<file path="src/rtl/rdwa_pkg.sv">
package rdwa_pkg;

  typedef enum logic [1:0] {
    MODE_LONG = 2'b00,
    MODE_WORD = 2'b01,
    MODE_BYTE = 2'b10,
    MODE_RSVD = 2'b11
  } widthMode_e;

  // Strobes from control to datapath
  typedef struct packed {
    logic load;   // capture a new word from the queue
    logic step;   // advance to next piece
    logic clear;  // drop the held word
  } ctlStrobe_t;

  localparam int IDX_W = 2;

  function automatic logic [IDX_W-1:0] lastIndex(widthMode_e m);
    case (m)
      MODE_WORD: lastIndex = IDX_W'(1);
      MODE_BYTE: lastIndex = IDX_W'(3);
      default:   lastIndex = '0;
    endcase
  endfunction

endpackage

</file>
<file path="src/rtl/rdwa_ctrl.sv">
module rdwa_ctrl
  import rdwa_pkg::*;
(
  input  logic             clk,
  input  logic             rstN,
  input  logic             softClr,
  input  logic [1:0]       cfgWidth,
  input  logic             cfgBigEnd,
  input  logic             inValid,
  input  logic             outReady,
  output logic             inReady,
  output logic             outValid,
  output ctlStrobe_t       strobe,
  output widthMode_e       modeQ,
  output logic             bigEndQ,
  output logic [IDX_W-1:0] idxQ
);

  logic             fullQ;
  logic [IDX_W-1:0] lastIdx;
  logic             isLast;
  logic             finish;

  assign lastIdx  = lastIndex(modeQ);
  assign isLast   = (idxQ == lastIdx);
  assign finish   = fullQ && outReady && isLast;
  assign outValid = fullQ;
  assign inReady  = !softClr && (!fullQ || finish);

  always_comb begin
    strobe       = '0;
    strobe.load  = inValid && inReady;
    strobe.step  = fullQ && outReady && !isLast && !softClr;
    strobe.clear = softClr;
  end

  always_ff @(posedge clk) begin
    if (!rstN) begin
      modeQ   <= widthMode_e'(cfgWidth);
      bigEndQ <= cfgBigEnd;
      fullQ   <= 1'b0;
      idxQ    <= '0;
    end else if (strobe.clear) begin
      fullQ <= 1'b0;
      idxQ  <= '0;
    end else if (strobe.load) begin
      fullQ <= 1'b1;
      idxQ  <= '0;
    end else if (finish) begin
      fullQ <= 1'b0;
      idxQ  <= '0;
    end else if (strobe.step) begin
      idxQ <= idxQ + 1'b1;
    end
  end

  // no pop while pieces remain
  a_r5_no_pop_midword: assert property (@(posedge clk) disable iff (!rstN)
    (fullQ && !isLast) |-> !inReady);

  // index never exceeds the mode's last piece
  a_r4_idx_in_range: assert property (@(posedge clk) disable iff (!rstN)
    idxQ <= lastIdx);

  // configuration frozen after reset
  a_r7_cfg_frozen: assert property (@(posedge clk) disable iff (!rstN)
    1'b1 |=> ($stable(modeQ) && $stable(bigEndQ)));

  // single-piece modes never move the index
  a_r2_long_single: assert property (@(posedge clk) disable iff (!rstN)
    ((modeQ == MODE_LONG) || (modeQ == MODE_RSVD)) |-> (idxQ == '0));

  // clear empties the stage
  a_r8_clear_empties: assert property (@(posedge clk) disable iff (!rstN)
    softClr |=> !fullQ);

endmodule

</file>
<file path="src/rtl/rdwa_dpath.sv">
module rdwa_dpath
  import rdwa_pkg::*;
#(
  parameter int DATA_W = 36
) (
  input  logic              clk,
  input  logic              rstN,
  input  ctlStrobe_t        strobe,
  input  widthMode_e        modeQ,
  input  logic              bigEndQ,
  input  logic [IDX_W-1:0]  idxQ,
  input  logic [DATA_W-1:0] inData,
  input  logic              outValid,
  input  logic              outReady,
  output logic [DATA_W-1:0] outData
);

  localparam int HALF_W  = DATA_W / 2;
  localparam int QUART_W = DATA_W / 4;
  localparam int NBYTE   = 4;

  logic [DATA_W-1:0]  holdQ;
  logic [HALF_W-1:0]  halfPart [2];
  logic [QUART_W-1:0] quartPart [NBYTE];
  logic               halfSlot;
  logic [IDX_W-1:0]   quartSlot;

  always_ff @(posedge clk) begin
    if (!rstN) holdQ <= '0;
    else if (strobe.load) holdQ <= inData;
  end

  // slot 0 is least significant
  for (genvar h = 0; h < 2; h++) begin : g_half
    assign halfPart[h] = holdQ[h*HALF_W +: HALF_W];
  end
  for (genvar q = 0; q < NBYTE; q++) begin : g_quart
    assign quartPart[q] = holdQ[q*QUART_W +: QUART_W];
  end

  assign halfSlot  = bigEndQ ? ~idxQ[0] : idxQ[0];
  assign quartSlot = bigEndQ ? (IDX_W'(NBYTE-1) - idxQ) : idxQ;

  always_comb begin
    case (modeQ)
      MODE_WORD: outData = {{(DATA_W-HALF_W){1'b0}}, halfPart[halfSlot]};
      MODE_BYTE: outData = {{(DATA_W-QUART_W){1'b0}}, quartPart[quartSlot]};
      default:   outData = holdQ;
    endcase
  end

  // stalled piece holds
  a_r6_stall_holds: assert property (@(posedge clk) disable iff (!rstN || strobe.clear)
    (outValid && !outReady) |=> (outValid && $stable(outData)));

  // upper half zero in 18-bit mode
  a_r3_word_upper_zero: assert property (@(posedge clk) disable iff (!rstN)
    (modeQ == MODE_WORD) |-> (outData[DATA_W-1:HALF_W] == '0));

  // upper bits zero in 9-bit mode
  a_r4_byte_upper_zero: assert property (@(posedge clk) disable iff (!rstN)
    (modeQ == MODE_BYTE) |-> (outData[DATA_W-1:QUART_W] == '0));

endmodule

</file>
<file path="src/rtl/rdWidthAdapter.sv">
module rdWidthAdapter
  import rdwa_pkg::*;
#(
  parameter int DATA_W = 36
) (
  input  logic              clk,
  input  logic              rstN,
  input  logic              softClr,
  input  logic [1:0]        cfgWidth,
  input  logic              cfgBigEnd,
  input  logic [DATA_W-1:0] inData,
  input  logic              inValid,
  output logic              inReady,
  output logic [DATA_W-1:0] outData,
  output logic              outValid,
  input  logic              outReady
);

  ctlStrobe_t       strobe;
  widthMode_e       modeQ;
  logic             bigEndQ;
  logic [IDX_W-1:0] idxQ;

  rdwa_ctrl u_ctrl (
    .clk      (clk),
    .rstN     (rstN),
    .softClr  (softClr),
    .cfgWidth (cfgWidth),
    .cfgBigEnd(cfgBigEnd),
    .inValid  (inValid),
    .outReady (outReady),
    .inReady  (inReady),
    .outValid (outValid),
    .strobe   (strobe),
    .modeQ    (modeQ),
    .bigEndQ  (bigEndQ),
    .idxQ     (idxQ)
  );

  rdwa_dpath #(.DATA_W(DATA_W)) u_dpath (
    .clk      (clk),
    .rstN     (rstN),
    .strobe   (strobe),
    .modeQ    (modeQ),
    .bigEndQ  (bigEndQ),
    .idxQ     (idxQ),
    .inData   (inData),
    .outValid (outValid),
    .outReady (outReady),
    .outData  (outData)
  );

endmodule

</file>
<file path="config.mk">
export PLATFORM = sky130hd
export DESIGN_NAME = rdWidthAdapter
export DESIGN_NICKNAME = d
export VERILOG_FILES = /design/src/rtl/rdwa_pkg.sv /design/src/rtl/rdwa_ctrl.sv /design/src/rtl/rdwa_dpath.sv /design/src/rtl/rdWidthAdapter.sv
export SDC_FILE = /design/constraint.sdc
export NUM_CORES = 1
export LEC_CHECK = 0
export CAP_MARGIN = 20
export CORE_ASPECT_RATIO = 0.6
export CORE_MARGIN = 8
export CORE_UTILIZATION = 65
export CTS_BUF_LIST = sky130_fd_sc_hd__clkbuf_8
export DETAILED_ROUTE_END_ITERATION = 7
export DONT_BUFFER_PORTS = 1
export GPL_TIMING_DRIVEN = 1
export MAX_ROUTING_LAYER = met4
export PLACE_DENSITY = 0.85
export REMOVE_ABC_BUFFERS = 1
export SLEW_MARGIN = 20
export SYNTH_ARGS = -nofsm -noshare
export SYNTH_HDL_FRONTEND = slang
export SYNTH_HIERARCHICAL = 1
export SYNTH_SLANG_ARGS = --single-unit
</file>
<file path="constraint.sdc">
create_clock -name clk -period 3.2 [get_ports clk]
set_input_delay 0.96 -clock clk [delete_from_list [all_inputs] [get_ports clk]]
set_output_delay 0.96 -clock clk [all_outputs]
set_load 0.01 [all_outputs]
</file>
==> out/qor.yml, run 1 <==
run_status:
  status: "complete, no violations"
worst_setup_path:
  arrival_ns: 2.13
  critPathRequiredTime_ns: 2.24
  regToRegEndpoint: "u_dpath/holdQ[32]$_SDFFE_PN0P_"
  reg2reg_slack_ns: 0.92
  ff2ff_path_depth: 7
  criticalPathCategory: "register to output pin"
  endpoint_kind: "output pin"
  crit_path_max_fanout: 9
  r2r-start: "u_ctrl/idxQ[0]$_SDFFE_PP0P_"
  start_kind: "register"
floorplanning:
  dieArea_sq_mm: 0.00606
  die_x_um: 95.3
  die_h_um: 63.6
  io_pins: 82
  initial_core_util_pct: 67.5
  core_sq_mm: 0.00364
  num_rows: 17
routing:
  wire_per_inst_um: 22.1
  avgViaCountPerCell: 6.53
  drc_errors: 0
  drt-initial-drc-count: 131
  wirelength_um: 6580
  dr.pass1.iters: 5
  ant_nets: 0
  vias: 1946
cells_and_area:
  stdcell_area_sq_mm: 0.00257
  drive_above_1_share_pct: 9.16
  n_antenna_cell: 0
  nets: 297
  syn2layout_area_growth_pct: 4.59
  fin_cells: 298
  fillers: 307
cts:
  holdBufCountCts: 0
  cts_root_buf: "clkbuf_8"
  cts_sinks: 42
  worst_skew_pair.late_latency_ns: 0.29
  clkTransAtPathRegs_ns: 0.08
  cts_buffer_depth: 2
  cts_tree: "built"
  h-tree-depth: 2
  numCtsBuffers: 5
yosys:
  synth_warnings: 6
  syn_area_sq_mm: 0.00245
  syn_inst: 256
  avgSynthCellArea_sq_um: 9.59
timing:
  min_period_over_period_pct: 96.4
  tightest_slew_ns: 0.512
  maxSlewHeadroom_pct: 65.8
  hold_viol: 0
  setup_violations: 0
  skew_ns: 0.00512
  hold_slack_ns: 0.549
  fmax_ghz: 0.324
  setup_tns_ns: 0
  slew_violations: 0
  final.min_clock_period_ns: 3.09
  fin_ws_ns: 0.114
global_routing:
  grt_max_degree: 40
  track_usage_pct: 22.0
  grt_pass1_vias: 1962
  grt_pass1_wl_um: 10300
  grt-ovfl-total: 0
  grt_antenna_before_repair: 0
power:
  irDropWorstVdd_v: 0.000257
  leakage_uw: 0.000895
  powerDensity_mw_per_mm2: 437
hold_path:
  hp-class: "register to register"
  holdPathStages: 2
  hold_start: "u_dpath/holdQ[4]$_SDFFE_PN0P_"
  holdPathEnd: "u_dpath/holdQ[4]$_SDFFE_PN0P_"
place:
  placed_cells: 288
  gp_congestion: 0.834
  place_ws_ns: 0.397
  portBuffers: 0
  dpl-instance-area_sq_mm: 0.00244
  hpwl_um: 4600
run:
  drv_cap: 0
==> how the worst max path moves through the flow <==
stage / from / to / slack, ns / cells past startpoint
finish: u_ctrl/bigEndQ$_DFFE_PN_ / outData[0] / 0.11 / 5
global route: u_ctrl/bigEndQ$_DFFE_PN_ / outData[1] / -0.006 / 5
CTS: u_ctrl/idxQ[0]$_SDFFE_PP0P_ / outData[2] / 0.07 / 4
detailed placement: u_ctrl/modeQ[1]$_DFFE_PN_ / outData[2] / 0.40 / 3
global placement: u_ctrl/bigEndQ$_DFFE_PN_ / outData[0] / 0.44 / 4
floorplan: outReady / u_dpath/holdQ[0]$_SDFFE_PN0P_ / -2.15 / 5
==> worst max-delay path, stage by stage (launching register included) <==
cell,delay (ns)
edfxtp_1,0.58
buf_4,0.23
nor3b_4,0.41
o21ai_0,0.17
a41oi_1,0.22
a221o_1,0.22
==> final cells by class <==
class / instances / area [sq um] / share of cell area [%]
clock inverters: 2 / 8.76 / 0.341
multi-input cells: 185 / 1450 / 56.5
well taps: 47 / 58.8 / 2.29
clock buffers: 6 / 82.6 / 3.22
inverters: 10 / 37.5 / 1.46
repair buffers: 6 / 57.6 / 2.24
flip-flops and latches: 42 / 872 / 34.0
==> flip-flops by register name (all words and copies together), names as in the netlist <==
name and count:
u_ctrl/modeQ 2, u_ctrl/outValid 1, u_ctrl/bigEndQ 1, u_ctrl/idxQ 2
u_dpath/holdQ 36
==> cell usage in the layout (no fill, tap or decap), types with 3 or more instances in the layout <==
cell and instances:
and3b_1 3, nor2b_1 36, a41oi_1 9, buf_4 5, inv_1 11, ha_1 3
mux2i_1 36, edfxtp_1 3, nor3b_4 4, and2_1 19, o21ai_1 9, a22o_1 9
clkbuf_8 6, o21ai_0 28, a221o_1 9, dfxtp_1 38
==> routing by layer <==
| layer | vias to the layer above | track usage (%) | wire length [um] |
|---|---|---|---|
| met2 | 98 | 31.7 | 2950 |
| met4 | 0 | 5.03 | 35 |
| met1 | 919 | 28.4 | 2990 |
| li1 | 920 | - | - |
| met5 | - | - | 0 |
| met3 | 9 | 7.80 | 607 |
==> repair_timing <==
action                                  CTS  global route
endpoints found under the setup margin    0            14
buffers inserted                          0             2
gates resized for setup                   0             6
==> report_power, final <==
part           switching (uW)  total [uW]  internal [uW]
clock network             185         356            171
registers                26.7         582            555
logic                     105         185           79.8
total                     316        1120            806
==> through the flow <==
stage / power, uW / util, %
floorplan: 728 / -
global placement: 762 / 67.0
global route: 1160 / 70.6
finish: 1120 / 70.6
CTS: 1120 / 69.5
detailed placement: 771 / 67.0
Note: power is estimated with default switching activity, not from simulation.
==> run 2, diff against run 1 <==
--- a/config.mk
+++ b/config.mk
@@ -20,4 +20,3 @@
 export SYNTH_ARGS = -nofsm -noshare
 export SYNTH_HDL_FRONTEND = slang
-export SYNTH_HIERARCHICAL = 1
 export SYNTH_SLANG_ARGS = --single-unit
==> constraint.sdc (replaced) <==
create_clock -name clk -period 3.2 [get_ports clk]
set_input_delay 0.32 -clock clk [delete_from_list [all_inputs] [get_ports clk]]
set_output_delay 0.32 -clock clk [all_outputs]
set_load 0.01 [all_outputs]
==> run 2 against run 1 <==
  * Global-route usage is 1.7 points higher
  * Fmax up 6.6%
  * Total power grew 0.14%
  * Register-to-register slack got worse by 0.27 ns
  * Combinational power increased by 15%
  * Critical path depth decreased by 1
  * Routed wire length grew 18%
  * Core utilization fell by 0.67 points
  * Cell count rose by 18%
  * Sequential share of layout area decreased by 0.51 points
  * Worst setup slack improved by 0.19 ns
  * Cell area increased by 1.4%
  * Critical path type unchanged
  * Largest cell class unchanged
  * Highest routed layer unchanged
==> out/qor.yml, run 2 <==
global_routing:
  grt_pass1_vias: 2311  # +18%
  grt_pass1_wl_um: 12000  # +17%
  grt_antenna_before_repair: 0  # unchanged
  track_usage_pct: 23.7  # +1.7 points
  grt_max_degree: 42  # +5.0%
  grt-ovfl-total: 0  # unchanged
cts:
  cts_buffer_depth: 2  # unchanged
  clkTransAtPathRegs_ns: 0.09  # about the same
  cts_setup_buffers: 0  # unchanged
  cts_sinks: 42  # unchanged
  cts_root_buf: "clkbuf_8"
  holdBufCountCts: 0  # unchanged
  cts_tree: "built"
  numCtsBuffers: 5  # unchanged
  worst_skew_pair.late_latency_ns: 0.30  # about the same
  postCtsResizedCells: 0  # unchanged
  h-tree-depth: 2  # unchanged
floorplanning:
  dieArea_sq_mm: 0.00627  # +3.5%
  core_sq_mm: 0.00372  # +2.3%
  die_h_um: 64.6  # +1.6%
  initial_core_util_pct: 68.8  # +1.3 points
  io_pins: 82  # unchanged
  die_x_um: 97.1  # +1.8%
  num_rows: 17  # unchanged
yosys:
  synth_warnings: 0  # -6
  ys_seq_area_share_pct: 34.0
  async_flop_share_pct: 0
  synthTopCellsByCount: "46 x a21oi_1, 39 x dfxtp_1, 37 x nand3_1, 20 x o21ai_0, 20 x o21ai_1"
  yosysMostFrequentCell: "a21oi_1"
  avgSynthCellArea_sq_um: 7.96  # -17%
  synth_area_leaders: "dfxtp_1 30%, a21oi_1 9.0%, nand3_1 7.2%"
  netlist.area_leader.share_pct: 30.5
  syn_inst: 322  # +26%
  yosysTopAreaCell: "dfxtp_1"
  ys.flop_type: "dfxtp_1"
  syn_area_sq_mm: 0.00256  # +4.4%
  synth-edff-count: 3
  ys_seq_elements: 42
  synthDistinctLibCells: 36
worst_setup_path:
  start_kind: "register"
  arrival_ns: 2.57  # +0.44 ns
  crit_path_max_fanout: 19  # +10
  critPathRequiredTime_ns: 2.88  # +0.64 ns
  endpoint_kind: "output pin"
  criticalPathCategory: "register to output pin"
power:
  leakage_uw: 0.000900  # +0.61%
  irDropWorstVdd_v: 0.000233  # -9.1%
  powerDensity_mw_per_mm2: 432  # -1.2%
cells_and_area:
  fin_util_pct: 69.9  # -0.67 points
  fillers: 326  # +6.2%
  n_antenna_cell: 0  # unchanged
  reg_top3: "u_dpath.holdQ: 36 flops, u_ctrl.idxQ: 2 flops, u_ctrl.modeQ: 2 flops"
  multi_input_area_sq_mm: 0.00148  # +2.2%
  regArea_sq_um: 871  # -0.14%
  top_register: "u_dpath.holdQ"
  drive_above_1_share_pct: 6.23  # -2.9 points
  layout_common_cells: "46 x a21oi_1, 39 x dfxtp_1, 37 x nand3_1, 20 x o21ai_1, 20 x o21ai_0"
  largest_reg_flops: 36  # unchanged
  syn2layout_area_growth_pct: 1.56
  nets: 351  # +18%
  final_common_cell: "a21oi_1"
routing:
  drc_errors: 0  # unchanged
  wire_per_inst_um: 22.1  # +0.16%
  dr.pass1.iters: 5  # unchanged
  vias: 2521  # +30%
  m1WireLength_um: 3460  # +16%
  wirelength_um: 7790  # +18%
  avgViaCountPerCell: 7.16  # +9.7%
  top_layer: "met4"
  ant_nets: 0  # unchanged
  drt-initial-drc-count: 397  # +200%
  wl_met2_um: 3480  # +18%
  dr_wl_met3_um: 754  # +24%
timing:
  rsz0062_at_grt: "no"
  tightest_slew_ns: 0.897  # +0.385 ns
  hold_viol: 0  # unchanged
  slew_violations: 0  # unchanged
  setup_tns_ns: 0  # unchanged
  fmax_ghz: 0.346  # +6.6%
  skew_ns: 0.00989  # +0.00478 ns
  final.min_clock_period_ns: 2.89  # -0.192 ns
  maxSlewHeadroom_pct: 40.2  # -26 points
  min_period_over_period_pct: 90.4  # -6.0 points
  setup_violations: 0  # unchanged
hold_path:
  hp-class: "input pin to register"
place:
  hpwl_um: 5400  # +18%
  gp_congestion: 0.850  # +1.9%
  portBuffers: 0  # unchanged
run:
  drv_cap: 0  # unchanged
run_status:
  status: "complete, no violations"
run 2: power by group:
part	switching (uW)	internal [uW]	leakage, uW
logic	143	68.9	0.000506
registers	31.4	554	0.000348
clock network	182	144	0.0000466
total	357	767	0.000900
run 2: cells by family after synthesis:
group	after synthesis	synth area share, %
xor gates and xnor gates	3	1.32
muxes	12	4.69
AOI/OAI and AO/OA	132	32.7
buffers and inverters	42	8.25
adders and majority gates	2	0.976
and+or+nand+nor	89	18.1
DFF	42	34.0
run 2: worst paths after layout:
check | startpoint | endpoint | slack [ns] | depth (start not counted)
max | u_ctrl.bigEndQ$_DFFE_PN_ | outData[4] | 0.31 | 4
min reg2reg | u_dpath.holdQ[11]$_SDFFE_PN0P_ | u_dpath.holdQ[11]$_SDFFE_PN0P_ | 0.50 | 2
max reg2reg | u_ctrl.modeQ[0]$_DFFE_PN_ | u_dpath.holdQ[13]$_SDFFE_PN0P_ | 0.65 | 7
min | softClr | u_ctrl.outValid$_SDFFE_PP0P_ | 0.09 | 1
run 2: cell type report:
class,instances,area share [%]
Multi-Input combinational cell,238,57.0
Clock buffer,5,2.64
Tap cell,47,2.26
Clock inverter,2,0.288
Inverter,9,1.30
Sequential cell,42,33.5
Timing Repair Buffer,9,3.08
run 2: routing by layer:
| metal | vias up | track usage [%] |
|---|---|---|
| met3 | 14 | 6.46 |
| met5 | - | - |
| met1 | 1195 | 30.5 |
| met2 | 147 | 36.0 |
| li1 | 1165 | - |
| met4 | 0 | 5.90 |
run 2: critical path, stage by stage, from the launching register on:
cell	delay, ns
edfxtp_1	0.80
nor2b_1	0.58
a221o_1	0.29
a222oi_1	0.10
o31ai_1	0.50
run 2: per-stage QoR:
step / total power (uW) / hold slack [ns] / cells / setup WS (ns) / cell area (sq um)
6_report: 1120 / 0.0876 / 352 / 0.306 / 2600
2_1_floorplan: 735 / 0.399 / 289 / 0.730 / 2380
3_5_place_dp: 805 / 0.403 / 345 / 0.679 / 2530
3_3_place_gp: 795 / 0.401 / 345 / 0.788 / 2530
5_1_grt: 1170 / 0.0892 / 352 / 0.179 / 2600
4_1_cts: 1120 / 0.0879 / 352 / 0.336 / 2600
==> run 3, diff against run 2 <==
Settings changed: CORE_UTILIZATION 65 to 63, PLACE_DENSITY 0.85 to 0.83.
==> run 3 against run 2 <==
  * Count of clock-buffer cells in the layout rose by 1
  * Sequential power barely moved
  * Combinational power is essentially flat
  * Hold slack better by 0.0062 ns
  * Highest routed layer unchanged
  * Fmax up 1.2%
  * Routed wire length is 4.1% lower
  * Register-to-register slack better by 0.14 ns
  * Clock skew down 0.0034 ns
  * Global-route usage increased by 0.084 points
  * Core utilization down 3.6 points
  * Non-clock buffer count stayed put
  * First-iteration DRC count is 53% lower
==> out/qor.yml, run 3 (synthesis results as in run 2) <==
run_status:
  status: "complete, no violations"
cells_and_area:
  n_antenna_cell: 0  # unchanged
  syn2layout_area_growth_pct: 3.81
  reg_top3: "u_dpath.holdQ: 36 flops, u_ctrl.idxQ: 2 flops, u_ctrl.modeQ: 2 flops"
  multi_input_area_sq_mm: 0.00148  # unchanged
  top_register: "u_dpath.holdQ"
  drive_above_1_share_pct: 7.19  # +0.96 points
  fillers: 346  # +6.1%
  largest_reg_flops: 36  # unchanged
  layout_common_cells: "46 x a21oi_1, 39 x dfxtp_1, 37 x nand3_1, 20 x o21ai_1, 20 x o21ai_0"
  regArea_sq_um: 871  # unchanged
  nets: 351  # unchanged
  final_common_cell: "a21oi_1"
floorplanning:
  dieArea_sq_mm: 0.00643  # +2.5%
  die_h_um: 65.4  # +1.2%
  num_rows: 18  # +1
  io_pins: 82  # unchanged
  die_x_um: 98.3  # +1.3%
  core_sq_mm: 0.00401  # +7.7%
  initial_core_util_pct: 63.9  # -4.9 points
power:
  powerDensity_mw_per_mm2: 496  # +15%
  irDropWorstVdd_v: 0.000324  # +39%
  leakage_uw: 0.000918  # +1.9%
routing:
  wirelength_um: 7470  # -4.1%
  ant_nets: 0  # unchanged
  avgViaCountPerCell: 6.87  # -4.1%
  vias: 2446  # -3.0%
  wire_per_inst_um: 21.0  # -5.2%
  dr.pass1.iters: 5  # unchanged
  drt-initial-drc-count: 188  # -53%
  drc_errors: 0  # unchanged
timing:
  setup_tns_ns: 0  # unchanged
  rsz0062_at_grt: "no"
  setup_violations: 0  # unchanged
  skew_ns: 0.00646  # -0.00344 ns
  min_period_over_period_pct: 89.4  # -1.1 points
  tightest_slew_ns: 0.721  # -0.175 ns
  fmax_ghz: 0.350  # +1.2%
  hold_viol: 0  # unchanged
  fin_ws_ns: 0.340  # +0.0339 ns
  final.min_clock_period_ns: 2.86  # -0.0339 ns
  slew_violations: 0  # unchanged
  maxSlewHeadroom_pct: 51.9  # +12 points
worst_setup_path:
  endpoint_kind: "output pin"
  arrival_ns: 2.54  # -0.03 ns
  max_stage_delay_ns: 0.82  # +0.02 ns
  slowest_stage: "edfxtp_1"
  critPathRequiredTime_ns: 2.88  # about the same
  criticalPathCategory: "register to output pin"
  crit_path_max_fanout: 19  # unchanged
  start_kind: "register"
  cp_cell_sequence: "xor2_1 -> a221o_1 -> a222oi_1 -> o31ai_1"
global_routing:
  grt_pass1_wl_um: 12100  # +0.57%
  track_usage_pct: 23.8  # +0.084 points
  grt_antenna_before_repair: 0  # unchanged
  grt_pass1_vias: 2380  # +3.0%
  grt-ovfl-total: 0  # unchanged
  grt_max_degree: 37  # -12%
cts:
  postCtsResizedCells: 0  # unchanged
  clkTransAtPathRegs_ns: 0.08  # about the same
  cts_setup_buffers: 0  # unchanged
  cts_tree: "built"
  cts_buffer_depth: 2  # unchanged
  cts_root_buf: "clkbuf_8"
  holdBufCountCts: 0  # unchanged
  numCtsBuffers: 5  # unchanged
  h-tree-depth: 2  # unchanged
  worst_skew_pair.late_latency_ns: 0.30  # about the same
  cts_sinks: 42  # unchanged
run:
  drv_cap: 0  # unchanged
hold_path:
  hp-class: "input pin to register"
place:
  place_ws_ns: 0.653  # -0.0260 ns
  gp_congestion: 0.866  # +1.9%
  hpwl_um: 5120  # -5.2%
  portBuffers: 0  # unchanged
==> run 3: changes by cell type in the layout (fill, tap and decap cells not counted), sizes merged <==
cell / previous run / this run
bufinv: 0 / 2
clkbuf: 5 / 6
inv: 11 / 9
==> run 3: worst paths after layout <==
kind,from,end,slack [ns],cells past startpoint
setup / recovery,u_ctrl.bigEndQ$_DFFE_PN_,outData[6],0.34,4
hold / removal,softClr,u_ctrl.outValid$_SDFFE_PP0P_,0.09,1
setup reg to reg,u_ctrl.modeQ[0]$_DFFE_PN_,u_dpath.holdQ[3]$_SDFFE_PN0P_,0.79,7
hold reg to reg,u_dpath.holdQ[10]$_SDFFE_PN0P_,u_dpath.holdQ[10]$_SDFFE_PN0P_,0.50,2
==> run 3: layer usage <==
layer	share of wire [%]	up-vias	global-route usage [%]
met4	0.79	0	7.02
li1	-	1160	-
met3	8.9	7	7.69
met1	46	1165	30.3
met2	44	114	35.2
met5	0	-	-
==> run 3: where the power goes <==
part	leakage [uW]	switching [uW]	internal [uW]
Clock	0.0000714	191	333
Sequential	0.000348	30.9	554
Combinational	0.000499	142	68.0
==> run 3: final cells by class <==
| type | count | share of cell area [%] |
|---|---|---|
| multi-input cells | 238 | 55.7 |
| flip-flops and latches | 42 | 32.7 |
| clock buffers | 6 | 3.10 |
| repair buffers | 9 | 2.54 |
| well taps | 50 | 2.35 |
| clock inverters | 2 | 2.26 |
| inverters | 9 | 1.27 |
==> run 3: worst max-delay path: cells and delay by family, from the launching register on <==
family,cells,cell delay (ns)
flip-flops,1,0.82
XOR/XNOR,1,0.30
AO/OA/AOI/OAI,3,1.11
==> run 3: metrics by stage <==
step	instances	hold WS, ns	total power, uW	utilization [%]	area [sq um]
floorplan	289	0.399	735	-	2380
global placement	348	0.401	795	62.8	2520
detailed placement	348	0.403	803	62.8	2520
CTS	356	0.0866	1320	66.4	2660
global route	356	0.0862	1370	66.4	2660
finish	356	0.0937	1320	66.4	2660
